**src/rtl/cfgld_pkg.sv**
```systemverilog
package cfgld_pkg;

    typedef enum logic [2:0] {
        ERR_NONE  = 3'd0,
        ERR_RESET = 3'd1,
        ERR_LOAD  = 3'd2,
        ERR_UNSUP = 3'd3,
        ERR_PARAM = 3'd4
    } err_e;

    typedef enum logic [3:0] {
        ST_IDLE,
        ST_RHOLD,
        ST_RCHECK,
        ST_HKEEP,
        ST_GAP,
        ST_LOAD,
        ST_LSHIFT,
        ST_DCHECK,
        ST_PAD,
        ST_PSHIFT
    } st_e;

    // activation needs 49 clocks, delivered as whole bytes
    localparam int ACT_CLOCKS = 49;
    localparam int PAD_BYTES  = (ACT_CLOCKS + 7) / 8;

    // minimum time in ns converted to clock cycles, rounded up
    function automatic int ns_to_cycles(input longint ns, input longint khz);
        return int'((ns * khz + 64'd999_999) / 64'd1_000_000);
    endfunction

    function automatic int imax(input int a, input int b);
        return (a > b) ? a : b;
    endfunction

endpackage

```
**src/rtl/cfgld_timer.sv**
```systemverilog
module cfgld_timer #(
    parameter int TW = 16
) (
    input  logic          clk,
    input  logic          rst,
    input  logic          load,
    input  logic [TW-1:0] value,
    output logic          zero
);
    logic [TW-1:0] cnt;

    always_ff @(posedge clk) begin
        if (rst)
            cnt <= '0;
        else if (load)
            cnt <= value;
        else if (cnt != '0)
            cnt <= cnt - 1'b1;
    end

    assign zero = (cnt == '0);


    timer_dec_chk: assert property (@(posedge clk) disable iff (rst)
        (!load && cnt != '0) |=> (cnt == $past(cnt) - 1'b1));

endmodule

```
**src/rtl/cfgld_start_gate.sv**
```systemverilog
module cfgld_start_gate
    import cfgld_pkg::*;
#(
    parameter int DIV_W   = 8,
    parameter int DIV_MIN = 5,
    parameter int DIV_MAX = 125
) (
    input  logic             partial,
    input  logic             cpha,
    input  logic [DIV_W-1:0] div,
    output logic             reject,
    output err_e             code
);
    localparam logic [DIV_W-1:0] LO = DIV_W'(DIV_MIN);
    localparam logic [DIV_W-1:0] HI = DIV_W'(DIV_MAX);

    logic div_bad;

    always_comb begin
        div_bad = (div < LO) || (div > HI);
        reject  = 1'b0;
        code    = ERR_NONE;
        if (partial) begin
            reject = 1'b1;
            code   = ERR_UNSUP;
        end else if (cpha || div_bad) begin
            reject = 1'b1;
            code   = ERR_PARAM;
        end
    end

endmodule

```
**src/rtl/cfgld_shifter.sv**
```systemverilog
module cfgld_shifter #(
    parameter int DIV_W = 8
) (
    input  logic             clk,
    input  logic             rst,
    input  logic             load,
    input  logic [7:0]       byte_in,
    input  logic [DIV_W-1:0] div,
    output logic             sck,
    output logic             mosi,
    output logic             fin
);
    logic [7:0]       sr;
    logic [2:0]       bits;
    logic             active;
    logic             hi_phase;
    logic [DIV_W-1:0] cnt;
    logic             tick;

    assign tick = active && (cnt == '0);
    assign fin  = tick && hi_phase && (bits == 3'd7);
    assign mosi = active ? sr[7] : 1'b0;

    always_ff @(posedge clk) begin
        if (rst) begin
            sr       <= '0;
            bits     <= '0;
            active   <= 1'b0;
            hi_phase <= 1'b0;
            cnt      <= '0;
            sck      <= 1'b0;
        end else if (load && !active) begin
            sr       <= byte_in;
            bits     <= '0;
            active   <= 1'b1;
            hi_phase <= 1'b0;
            cnt      <= div - 1'b1;
            sck      <= 1'b0;
        end else if (tick) begin
            cnt <= div - 1'b1;
            if (!hi_phase) begin
                sck      <= 1'b1;
                hi_phase <= 1'b1;
            end else begin
                sck      <= 1'b0;
                hi_phase <= 1'b0;
                if (bits == 3'd7) begin
                    active <= 1'b0;
                end else begin
                    sr   <= {sr[6:0], 1'b0};
                    bits <= bits + 1'b1;
                end
            end
        end else if (active) begin
            cnt <= cnt - 1'b1;
        end
    end


    mosi_hold_chk: assert property (@(posedge clk) disable iff (rst)
        (sck && $past(sck)) |-> $stable(mosi));


    sck_idle_chk: assert property (@(posedge clk) disable iff (rst)
        !active |-> !sck);

endmodule

```
**src/rtl/spi_cfg_loader.sv**
```systemverilog
module spi_cfg_loader
    import cfgld_pkg::*;
#(
    parameter int CLK_KHZ     = 250_000,
    parameter int RST_NS      = 1_000,
    parameter int HK_NS       = 1_200_000,
    parameter int SCK_MIN_KHZ = 1_000,
    parameter int SCK_MAX_KHZ = 25_000,
    parameter int DIV_W       = 8
) (
    input  logic             clk,
    input  logic             rst,
    input  logic             start,
    input  logic             start_partial,
    input  logic             cpha,
    input  logic [DIV_W-1:0] sck_div,
    input  logic [7:0]       bs_data,
    input  logic             bs_valid,
    input  logic             bs_last,
    output logic             bs_ready,
    output logic             tgt_rst_n,
    output logic             tgt_cs_n,
    output logic             tgt_sck,
    output logic             tgt_mosi,
    input  logic             tgt_done,
    output logic             busy,
    output logic             done_pulse,
    output logic [2:0]       err_code
);
    localparam int RST_CYC = ns_to_cycles(longint'(RST_NS), longint'(CLK_KHZ));
    localparam int HK_CYC  = ns_to_cycles(longint'(HK_NS), longint'(CLK_KHZ));
    localparam int TW      = $clog2(imax(RST_CYC, HK_CYC) + 1);
    localparam int DIV_MIN = (CLK_KHZ + 2 * SCK_MAX_KHZ - 1) / (2 * SCK_MAX_KHZ);
    localparam int DIV_MAX = CLK_KHZ / (2 * SCK_MIN_KHZ);
    localparam logic [TW-1:0] RST_LD = TW'(RST_CYC);
    localparam logic [TW-1:0] HK_LD  = TW'(HK_CYC);
    localparam int PW = $clog2(PAD_BYTES + 1);

    st_e              st;
    err_e             err_q;
    logic             rst_n_q, cs_n_q, done_q;
    logic [DIV_W-1:0] div_q;
    logic [PW-1:0]    pad_left;
    logic             last_q;

    logic             reject;
    err_e             rej_code;
    logic             tm_load, tm_zero;
    logic [TW-1:0]    tm_val;
    logic             sh_load, sh_fin;
    logic [7:0]       sh_byte;
    logic             accept;

    cfgld_start_gate #(
        .DIV_W(DIV_W), .DIV_MIN(DIV_MIN), .DIV_MAX(DIV_MAX)
    ) u_gate (
        .partial(start_partial),
        .cpha   (cpha),
        .div    (sck_div),
        .reject (reject),
        .code   (rej_code)
    );

    cfgld_timer #(.TW(TW)) u_timer (
        .clk  (clk),
        .rst  (rst),
        .load (tm_load),
        .value(tm_val),
        .zero (tm_zero)
    );

    cfgld_shifter #(.DIV_W(DIV_W)) u_shift (
        .clk    (clk),
        .rst    (rst),
        .load   (sh_load),
        .byte_in(sh_byte),
        .div    (div_q),
        .sck    (tgt_sck),
        .mosi   (tgt_mosi),
        .fin    (sh_fin)
    );

    assign accept = (st == ST_IDLE) && start && !reject;

    always_comb begin
        tm_load = accept || ((st == ST_RCHECK) && !tgt_done);
        tm_val  = (st == ST_IDLE) ? RST_LD : HK_LD;
        sh_load = ((st == ST_LOAD) && bs_valid) || (st == ST_PAD);
        sh_byte = (st == ST_LOAD) ? bs_data : 8'h00;
    end

    always_ff @(posedge clk) begin
        if (rst) begin
            st       <= ST_IDLE;
            err_q    <= ERR_NONE;
            rst_n_q  <= 1'b1;
            cs_n_q   <= 1'b1;
            done_q   <= 1'b0;
            div_q    <= DIV_W'(DIV_MIN);
            pad_left <= '0;
            last_q   <= 1'b0;
        end else begin
            done_q <= 1'b0;
            unique case (st)
                ST_IDLE: begin
                    if (start) begin
                        if (reject) begin
                            err_q  <= rej_code;
                            done_q <= 1'b1;
                        end else begin
                            err_q   <= ERR_NONE;
                            div_q   <= sck_div;
                            rst_n_q <= 1'b0;
                            cs_n_q  <= 1'b0;
                            st      <= ST_RHOLD;
                        end
                    end
                end
                ST_RHOLD: begin
                    if (tm_zero) begin
                        rst_n_q <= 1'b1;
                        st      <= ST_RCHECK;
                    end
                end
                ST_RCHECK: begin
                    if (tgt_done) begin
                        err_q  <= ERR_RESET;
                        cs_n_q <= 1'b1;
                        done_q <= 1'b1;
                        st     <= ST_IDLE;
                    end else begin
                        st <= ST_HKEEP;
                    end
                end
                ST_HKEEP: begin
                    if (tm_zero) begin
                        cs_n_q <= 1'b1;
                        st     <= ST_GAP;
                    end
                end
                ST_GAP: begin
                    cs_n_q <= 1'b0;
                    st     <= ST_LOAD;
                end
                ST_LOAD: begin
                    if (bs_valid) begin
                        last_q <= bs_last;
                        st     <= ST_LSHIFT;
                    end
                end
                ST_LSHIFT: begin
                    if (sh_fin)
                        st <= last_q ? ST_DCHECK : ST_LOAD;
                end
                ST_DCHECK: begin
                    if (!tgt_done) begin
                        err_q  <= ERR_LOAD;
                        cs_n_q <= 1'b1;
                        done_q <= 1'b1;
                        st     <= ST_IDLE;
                    end else begin
                        pad_left <= PW'(PAD_BYTES);
                        st       <= ST_PAD;
                    end
                end
                ST_PAD: begin
                    pad_left <= pad_left - 1'b1;
                    st       <= ST_PSHIFT;
                end
                ST_PSHIFT: begin
                    if (sh_fin) begin
                        if (pad_left == '0) begin
                            cs_n_q <= 1'b1;
                            done_q <= 1'b1;
                            st     <= ST_IDLE;
                        end else begin
                            st <= ST_PAD;
                        end
                    end
                end
                default: st <= ST_IDLE;
            endcase
        end
    end

    assign bs_ready   = (st == ST_LOAD);
    assign tgt_rst_n  = rst_n_q;
    assign tgt_cs_n   = cs_n_q;
    assign busy       = (st != ST_IDLE);
    assign done_pulse = done_q;
    assign err_code   = err_q;


    cs_with_reset_chk: assert property (@(posedge clk) disable iff (rst)
        !tgt_rst_n |-> !tgt_cs_n);


    sck_framed_chk: assert property (@(posedge clk) disable iff (rst)
        tgt_sck |-> (!tgt_cs_n && tgt_rst_n));


    ready_framed_chk: assert property (@(posedge clk) disable iff (rst)
        bs_ready |-> (!tgt_cs_n && tgt_rst_n && !tgt_sck));


    done_single_chk: assert property (@(posedge clk) disable iff (rst)
        (done_pulse && !start) |=> !done_pulse);


    err_hold_chk: assert property (@(posedge clk) disable iff (rst)
        (!busy && !start) |=> $stable(err_code));


    unsup_code_chk: assert property (@(posedge clk) disable iff (rst)
        (!busy && start && start_partial) |=> (err_code == 3'd3 && tgt_cs_n));

endmodule

```
**config.mk**
```make
export PLATFORM = sky130hd
export DESIGN_NAME = spi_cfg_loader
export DESIGN_NICKNAME = d
export VERILOG_FILES = /design/src/rtl/cfgld_pkg.sv /design/src/rtl/cfgld_timer.sv /design/src/rtl/cfgld_start_gate.sv /design/src/rtl/cfgld_shifter.sv /design/src/rtl/spi_cfg_loader.sv
export SDC_FILE = /design/constraint.sdc
export NUM_CORES = 1
export LEC_CHECK = 0
export ABC_AREA = 1
export CORE_MARGIN = 5
export CORE_UTILIZATION = 35
export DETAILED_ROUTE_END_ITERATION = 12
export PLACE_DENSITY_LB_ADDON = 0.2
export SLEW_MARGIN = 20
export SYNTH_ARGS = -nofsm -noshare
export SYNTH_HDL_FRONTEND = slang
export SYNTH_SLANG_ARGS = --single-unit
export TNS_END_PERCENT = 20
```
**constraint.sdc**
```tcl
create_clock -name clk -period 1.55 [get_ports clk]
set_clock_uncertainty 0.1 [all_clocks]
set_input_delay 0.465 -clock clk [delete_from_list [all_inputs] [get_ports clk]]
set_output_delay 0.465 -clock clk [all_outputs]
set_load 0.01 [all_outputs]
```
# Word level (Yosys, flattened, before mapping)
# Index checks and enable logic that the tools add are counted.
totals:
  reg_bits: 62
  in_bits: 24
  output_inout_bits: 10
  word_cells: 142
op_classes:
  addsub: 5
  magnitude_cmp: 2
  n_eq_ne: 22
  muxes: 56
  bitwise_logic: 2
  n_reduce_logical: 41
op_table:
  columns: ["cell", "n"]
  rows:
  - ["8-bit two-way mux", 8]
  - ["19-bit two-way mux", 3]
  - ["4-bit case mux with 10 select lines", 1]
  - ["4-bit two-way mux", 9]
  - ["2-bit inequality test, second input constant", 11]
  - ["1-bit two-way mux", 21]
  - ["3-bit two-way mux", 7]
  - ["19-bit logical NOT", 1]
  - ["19-bit nonzero test", 1]
  - ["19-bit by 1-bit subtractor with 19-bit output, second input constant", 1]
  - ["4-bit by 3-bit == test with 1-bit output, second input constant", 4]
  - ["8-bit by 1-bit subtractor with 8-bit output, second input constant", 2]
  - ["3-bit AND reduction", 4]
  - ["2-bit nonzero test", 6]
  - ["3-bit case mux with 3 select lines", 1]
  - ["4-bit by 2-bit == test with 1-bit output, second input constant", 2]
  - ["4-bit == test, second input constant", 2]
  - ["8-bit by 7-bit greater-than comparator with 1-bit output, second input constant", 1]
  - ["1-bit logical AND", 8]
  - ["8-bit logical NOT", 1]
  - ["8-bit by 3-bit < comparator with 1-bit output, second input constant", 1]
  - ["4-bit AND reduction", 2]
  - ["8-bit AND reduction", 1]
  - ["7-bit AND reduction", 1]
  - ["other kinds (20)", 29]

# Longest topological paths before layout
depth:
  ltp_word: 9
  depth_mapped: 13

# By module
# From an unflattened synthesis, not the netlist that was laid out.
unflattened:
  cells_unflattened: 654
  hier_area_um2: 4167.7
by_module_without_submodules:
  columns: ["mod", "instances", "cells_each", "area_each_um2", "seq_area_each_um2"]
  rows:
  - ["cfgld_shifter", 1, 218, 1473.9, 420.4]
  - ["spi_cfg_loader", 1, 204, 1323.8, 440.4]
  - ["cfgld_timer", 1, 211, 1278.7, 380.4]
  - ["cfgld_start_gate", 1, 21, 91.3, 0.0]

# Least setup slack after synthesis
# Ideal clock, no wire load.
synth_path:
  path_type: "reg-to-reg"
  startpoint: "register u_shift.cnt[0]"
  endpoint: "register u_shift.sr[2]"
  setup_time_ns: 0.133
  t_arrival_ns: 1.459
  required_ns: 1.317
  slack_ns: -0.141
  stages_incl_launch_ff: 13
  n_path_buf: 1
  synth_period_minus_slack_ns: 1.691
  cell_sequence: "dfxtp_1 inv_1 ha_1 inv_1 nor2_1 nand2_2 nor2_4 nand2_2 nor2_8 inv_2 buf_2 nand3_1 a31oi_1"
synth_via:
  elab_chain_len: 4
synth_rtl:
  columns: ["element", "line", "rtl"]
  rows:
  - ["start, declared", "cfgld_shifter.sv:17", "logic [DIV_W-1:0] cnt;"]
  - ["start signal, assigned", "cfgld_shifter.sv:37", "cnt <= div - 1'b1;"]
  - ["start signal, assigned", "cfgld_shifter.sv:40", "cnt <= div - 1'b1;"]
  - ["start signal, assigned", "cfgld_shifter.sv:55", "cnt <= cnt - 1'b1;"]
  - ["8-bit logical NOT", "cfgld_shifter.sv:20", "assign tick = active && (cnt == '0);"]
  - ["1-bit logical AND", "cfgld_shifter.sv:20", null]
  - ["2-bit nonzero test (no source line)", null, null]
  - ["3-bit AND reduction (no source line)", null, null]
  - ["end signal, assigned", "cfgld_shifter.sv:33", "sr <= byte_in;"]
  - ["end signal, assigned", "cfgld_shifter.sv:50", "sr <= {sr[6:0], 1'b0};"]
  - ["end, declared", "cfgld_shifter.sv:13", "logic [7:0] sr;"]
# No other way between the ends.
# A chain may end at the register's enable or synchronous reset.

# Worst setup path after layout
layout_path:
  startpoint: "register u_shift.cnt[0]"
  endpoint: "register u_shift.cnt[1]"
layout_via:
  elab_chain_len: 4
  elab_cells_between_ends: 7
  cone_classes: "add/sub (1); mux (3); reduce/logical (3)"
layout_rtl:
  columns: ["element", "line", "rtl"]
  rows:
  - ["8-bit by 1-bit subtractor with 8-bit output / 8-bit logical NOT (equally long branches)", "cfgld_shifter.sv:55, cfgld_shifter.sv:20", null]
  - ["8-bit two-way mux / 1-bit logical AND (equally long branches)", "cfgld_shifter.sv:54, cfgld_shifter.sv:20", null]
  - ["8-bit two-way mux", "cfgld_shifter.sv:39", "end else if (tick) begin"]
  - ["8-bit two-way mux", "cfgld_shifter.sv:32", "end else if (load && !active) begin"]
# Several ways; a longest one is shown, not always the timed one. The select of a mux whose other input is x is not followed.

==> impl_metrics.tcl <==
set metrics [dict create \
    antenna_found_initial 0 \
    synth-simple-area-share 0.347 \
    cts_tree "done" \
    synth_seq_cells 62 \
    max_freq_mhz 573 \
    syn_nets 555 \
    critPathMaxFanout 5 \
    initial_core_util 0.360 \
    timing.hold.ws_ns 0.347 \
    ant_nets 0 \
    ys_seq_area_frac 0.351 \
    antenna_cells 0 \
    wl_per_cell_um 13.7 \
    total_power_mw 11.4 \
    syn-cell-area_sq_um 3540 \
    finalMaxSlewViolations 0 \
    muxShareOfSynthArea 0 \
    synth_xor_area_frac 0.0495 \
    start_kind "flip-flop" \
    place_hpwl_um 8060 \
    pin_count 34 \
    p_sw_mw 4.92 \
    synthCells 522 \
    power_leakage_nw 2.61 \
    fin_crit_sh 1.13 \
    cts_buffers 9 \
    setup_ws_ns -0.196 \
    num-fill-cells 954 \
    drive_gt1_frac 0.400 \
    clockPowerShare 0.126 \
    grt_pass1_vias 4003 \
    ir_drop_uv 1260 \
    drtIter0Drc 195 \
    portBuffers 33 \
    drv_cap 0 \
    grt_max_degree 25 \
    avgSynthCellArea_sq_um 6.77 \
    final.min_clock_period_ns 1.75 \
    pwr_density_cell_nw_per_um2 2050 \
    worstSetupEndpointType "flip-flop" \
    grt_use_total 0.186 \
    chipWidth_um 111 \
    path_class "flip-flop to flip-flop" \
    route.vias.total 3992 \
    p_int_mw 6.49 \
    globalRouteOverflowTotal 0 \
    drc 0 \
    synthAdderAreaFrac 0.0318 \
    routed_wl_um 11300 \
    status "finished, violations left" \
    finalCoreUtilization 0.568 \
    core-area_sq_um 9820 \
    htreeDepth 3 \
    ys_warn_count 0 \
    cts_root_buf "clkbuf_8" \
    p_seq_frac 0.218 \
    area.growth.synth_to_final_pct 57.6 \
    viasPerCell 4.86 \
    hold_viol_final 0 \
    clkTransAtPathRegs_ns 0.07 \
    tightest_slew_ns 0.342 \
    ys_types 38 \
    dp_cells 790 \
    grt_pass1_wl_um 18500 \
    cts.sinks 62 \
    rrSetupSlack_ns -0.20 \
    swShare 0.431 \
    dr.pass1.iters 6 \
    synth_compound_area_frac 0.131 \
    synth_top_family_by_area "simple AND/OR/NAND/NOR gates" \
    place_ws_ns -0.721 \
    final_cells 821 \
    relSlewSlack 0.772 \
    num_rows 36 \
    gp_congestion 0.885 \
    clock_latency_ns 0.35 \
    die_area_sq_um 12200 \
    cts_buffer_depth 2 \
    setup_violations 59 \
    hold_path_class "flip-flop to flip-flop" \
    fp.dieH_um 111 \
    required_ns 1.70 \
    power.share.combinational 0.656 \
    rsz0062_at_grt "yes" \
    nets 717 \
    critPathArrivalTime_ns 1.89 \
    violations "negative setup slack" \
]
==> final cells by class <==
cell class / count / area, sq um / area share
Clock buffer: 11 / 141 / 0.0254
Clock inverter: 4 / 47.5 / 0.00853
Inverter: 71 / 279 / 0.0501
Multi-Input combinational cell: 377 / 2340 / 0.420
Sequential cell: 62 / 1270 / 0.227
Tap cell: 133 / 166 / 0.0299
Timing Repair Buffer: 163 / 1330 / 0.239
==> power groups by stage <==
stage	combinational [mW]	sequential, mW	clock, mW
6_report	7.48	2.49	1.43
5_1_grt	8.27	2.54	1.54
4_1_cts	7.01	2.44	1.48
3_5_place_dp	6.47	2.43	0
3_3_place_gp	6.39	2.42	0
2_1_floorplan	3.61	2.46	0
==> critical path, cell delays in order, from the launching register on <==
cell	delay [ns]
dfxtp_2	0.32
inv_2	0.07
ha_4	0.13
inv_2	0.03
nor2_2	0.08
nand2_2	0.07
nor2_4	0.19
buf_4	0.14
inv_2	0.04
nand2_4	0.10
nor2_2	0.07
inv_2	0.09
nor2_1	0.05
o21ai_1	0.11
inv_1	0.05
==> cell families after synthesis <==
family,count (synthesis)
and+or+nand+nor,265
xor gates and xnor gates,20
adders and majority gates,9
AOI/OAI and AO/OA,83
DFF,62
buffers and inverters,83
==> cells in the mapped netlist <==
cell,count,area share
clkinv_1,1,0.0011
dfxtp_1,62,0.35
or2_0,1,0.0018
nor2_2,1,0.0018
o221ai_1,1,0.0025
a22oi_1,1,0.0021
or3_1,1,0.0018
nor3_1,13,0.018
or2_2,2,0.0035
clkbuf_1,7,0.0074
nor2_4,5,0.016
xnor2_1,5,0.012
nand4_1,12,0.021
nand2_2,5,0.0088
o21bai_1,2,0.0042
nand2_1,103,0.11
a21boi_1,1,0.0021
xor2_1,15,0.037
nand3_2,1,0.0028
o21ai_0,23,0.033
nor2_8,1,0.0057
buf_2,5,0.0071
ha_1,9,0.032
a31oi_1,11,0.019
a21oi_1,28,0.040
o22ai_1,1,0.0018
inv_2,10,0.011
nand3_1,39,0.055
o21ai_1,8,0.011
nand3b_1,3,0.0064
nand2_4,2,0.0064
nor2_1,69,0.073
a211oi_1,3,0.0064
o211ai_1,4,0.0085
nor3_2,1,0.0028
and3_1,2,0.0035
nor3b_1,4,0.0085
inv_1,60,0.064
==> timing repair <==
action | CTS | global route
gates resized for setup | 119 | 52
hold buffers | 0 | 0
gates cloned | 1 | 0
setup buffers | 11 | 6
setup endpoints to repair | 70 | 68
pin swaps | 28 | 26
endpoints found under the hold margin | 0 | 0
==> worst paths after layout <==
kind / to / cells past startpoint / from
setup / recovery: u_shift.cnt[1] / 14 / u_shift.cnt[0]
hold reg to reg: u_shift.cnt[0] / 1 / div_q[0]
setup reg to reg: u_shift.cnt[1] / 14 / u_shift.cnt[0]
hold / removal: u_shift.cnt[0] / 1 / div_q[0]
==> sequential cells by signal (all words and copies together) (netlist names), 3 cells and up <==
| signal | cells |
|---|---|
| err_code | 3 |
| u_shift.bits | 3 |
| st | 4 |
| u_shift.sr | 8 |
| pad_left | 3 |
| div_q | 8 |
| u_shift.cnt | 8 |
| u_timer.cnt | 19 |
==> cell usage in the layout (no fill, tap or decap), drive strengths merged, types with 2 or more instances in the layout <==
cell | synthesis | layout
ha | 9 | 9
a211oi | 3 | 3
clkdlybuf4s15 | 0 | 4
buf | 5 | 134
nand4 | 12 | 12
nor3b | 4 | 4
xor2 | 15 | 15
dlygate4sd2 | 0 | 9
a21oi | 28 | 28
or2 | 3 | 3
clkinv | 1 | 3
nor2 | 76 | 76
o211ai | 4 | 4
xnor2 | 5 | 5
clkbuf | 7 | 13
and3 | 2 | 2
nand3b | 3 | 3
dfxtp | 62 | 62
o21bai | 2 | 2
nor3 | 14 | 14
clkdlybuf4s50 | 0 | 14
o21ai | 31 | 31
inv | 70 | 70
nand3 | 40 | 40
nand2 | 110 | 110
a31oi | 11 | 11
==> per-stage QoR <==
stage | area (sq um) | TNS (ns)
6_report | 5570 | -6.59
5_1_grt | 5570 | -12.78
4_1_cts | 5400 | -4.59
3_5_place_dp | 4910 | -30.75
3_3_place_gp | 4910 | -28.39
2_1_floorplan | 3600 | -2.05
==> metal layers <==
| layer | vias up | GRT usage | part of all wire |
|---|---|---|---|
| li1 | 2032 | - | - |
| met1 | 1859 | 0.216 | 0.44 |
| met4 | 0 | 0.0698 | 0.027 |
| met2 | 74 | 0.329 | 0.50 |
| met3 | 27 | 0.0443 | 0.030 |
| met5 | - | 0 | 0 |
(Power assumes the default switching activity.)
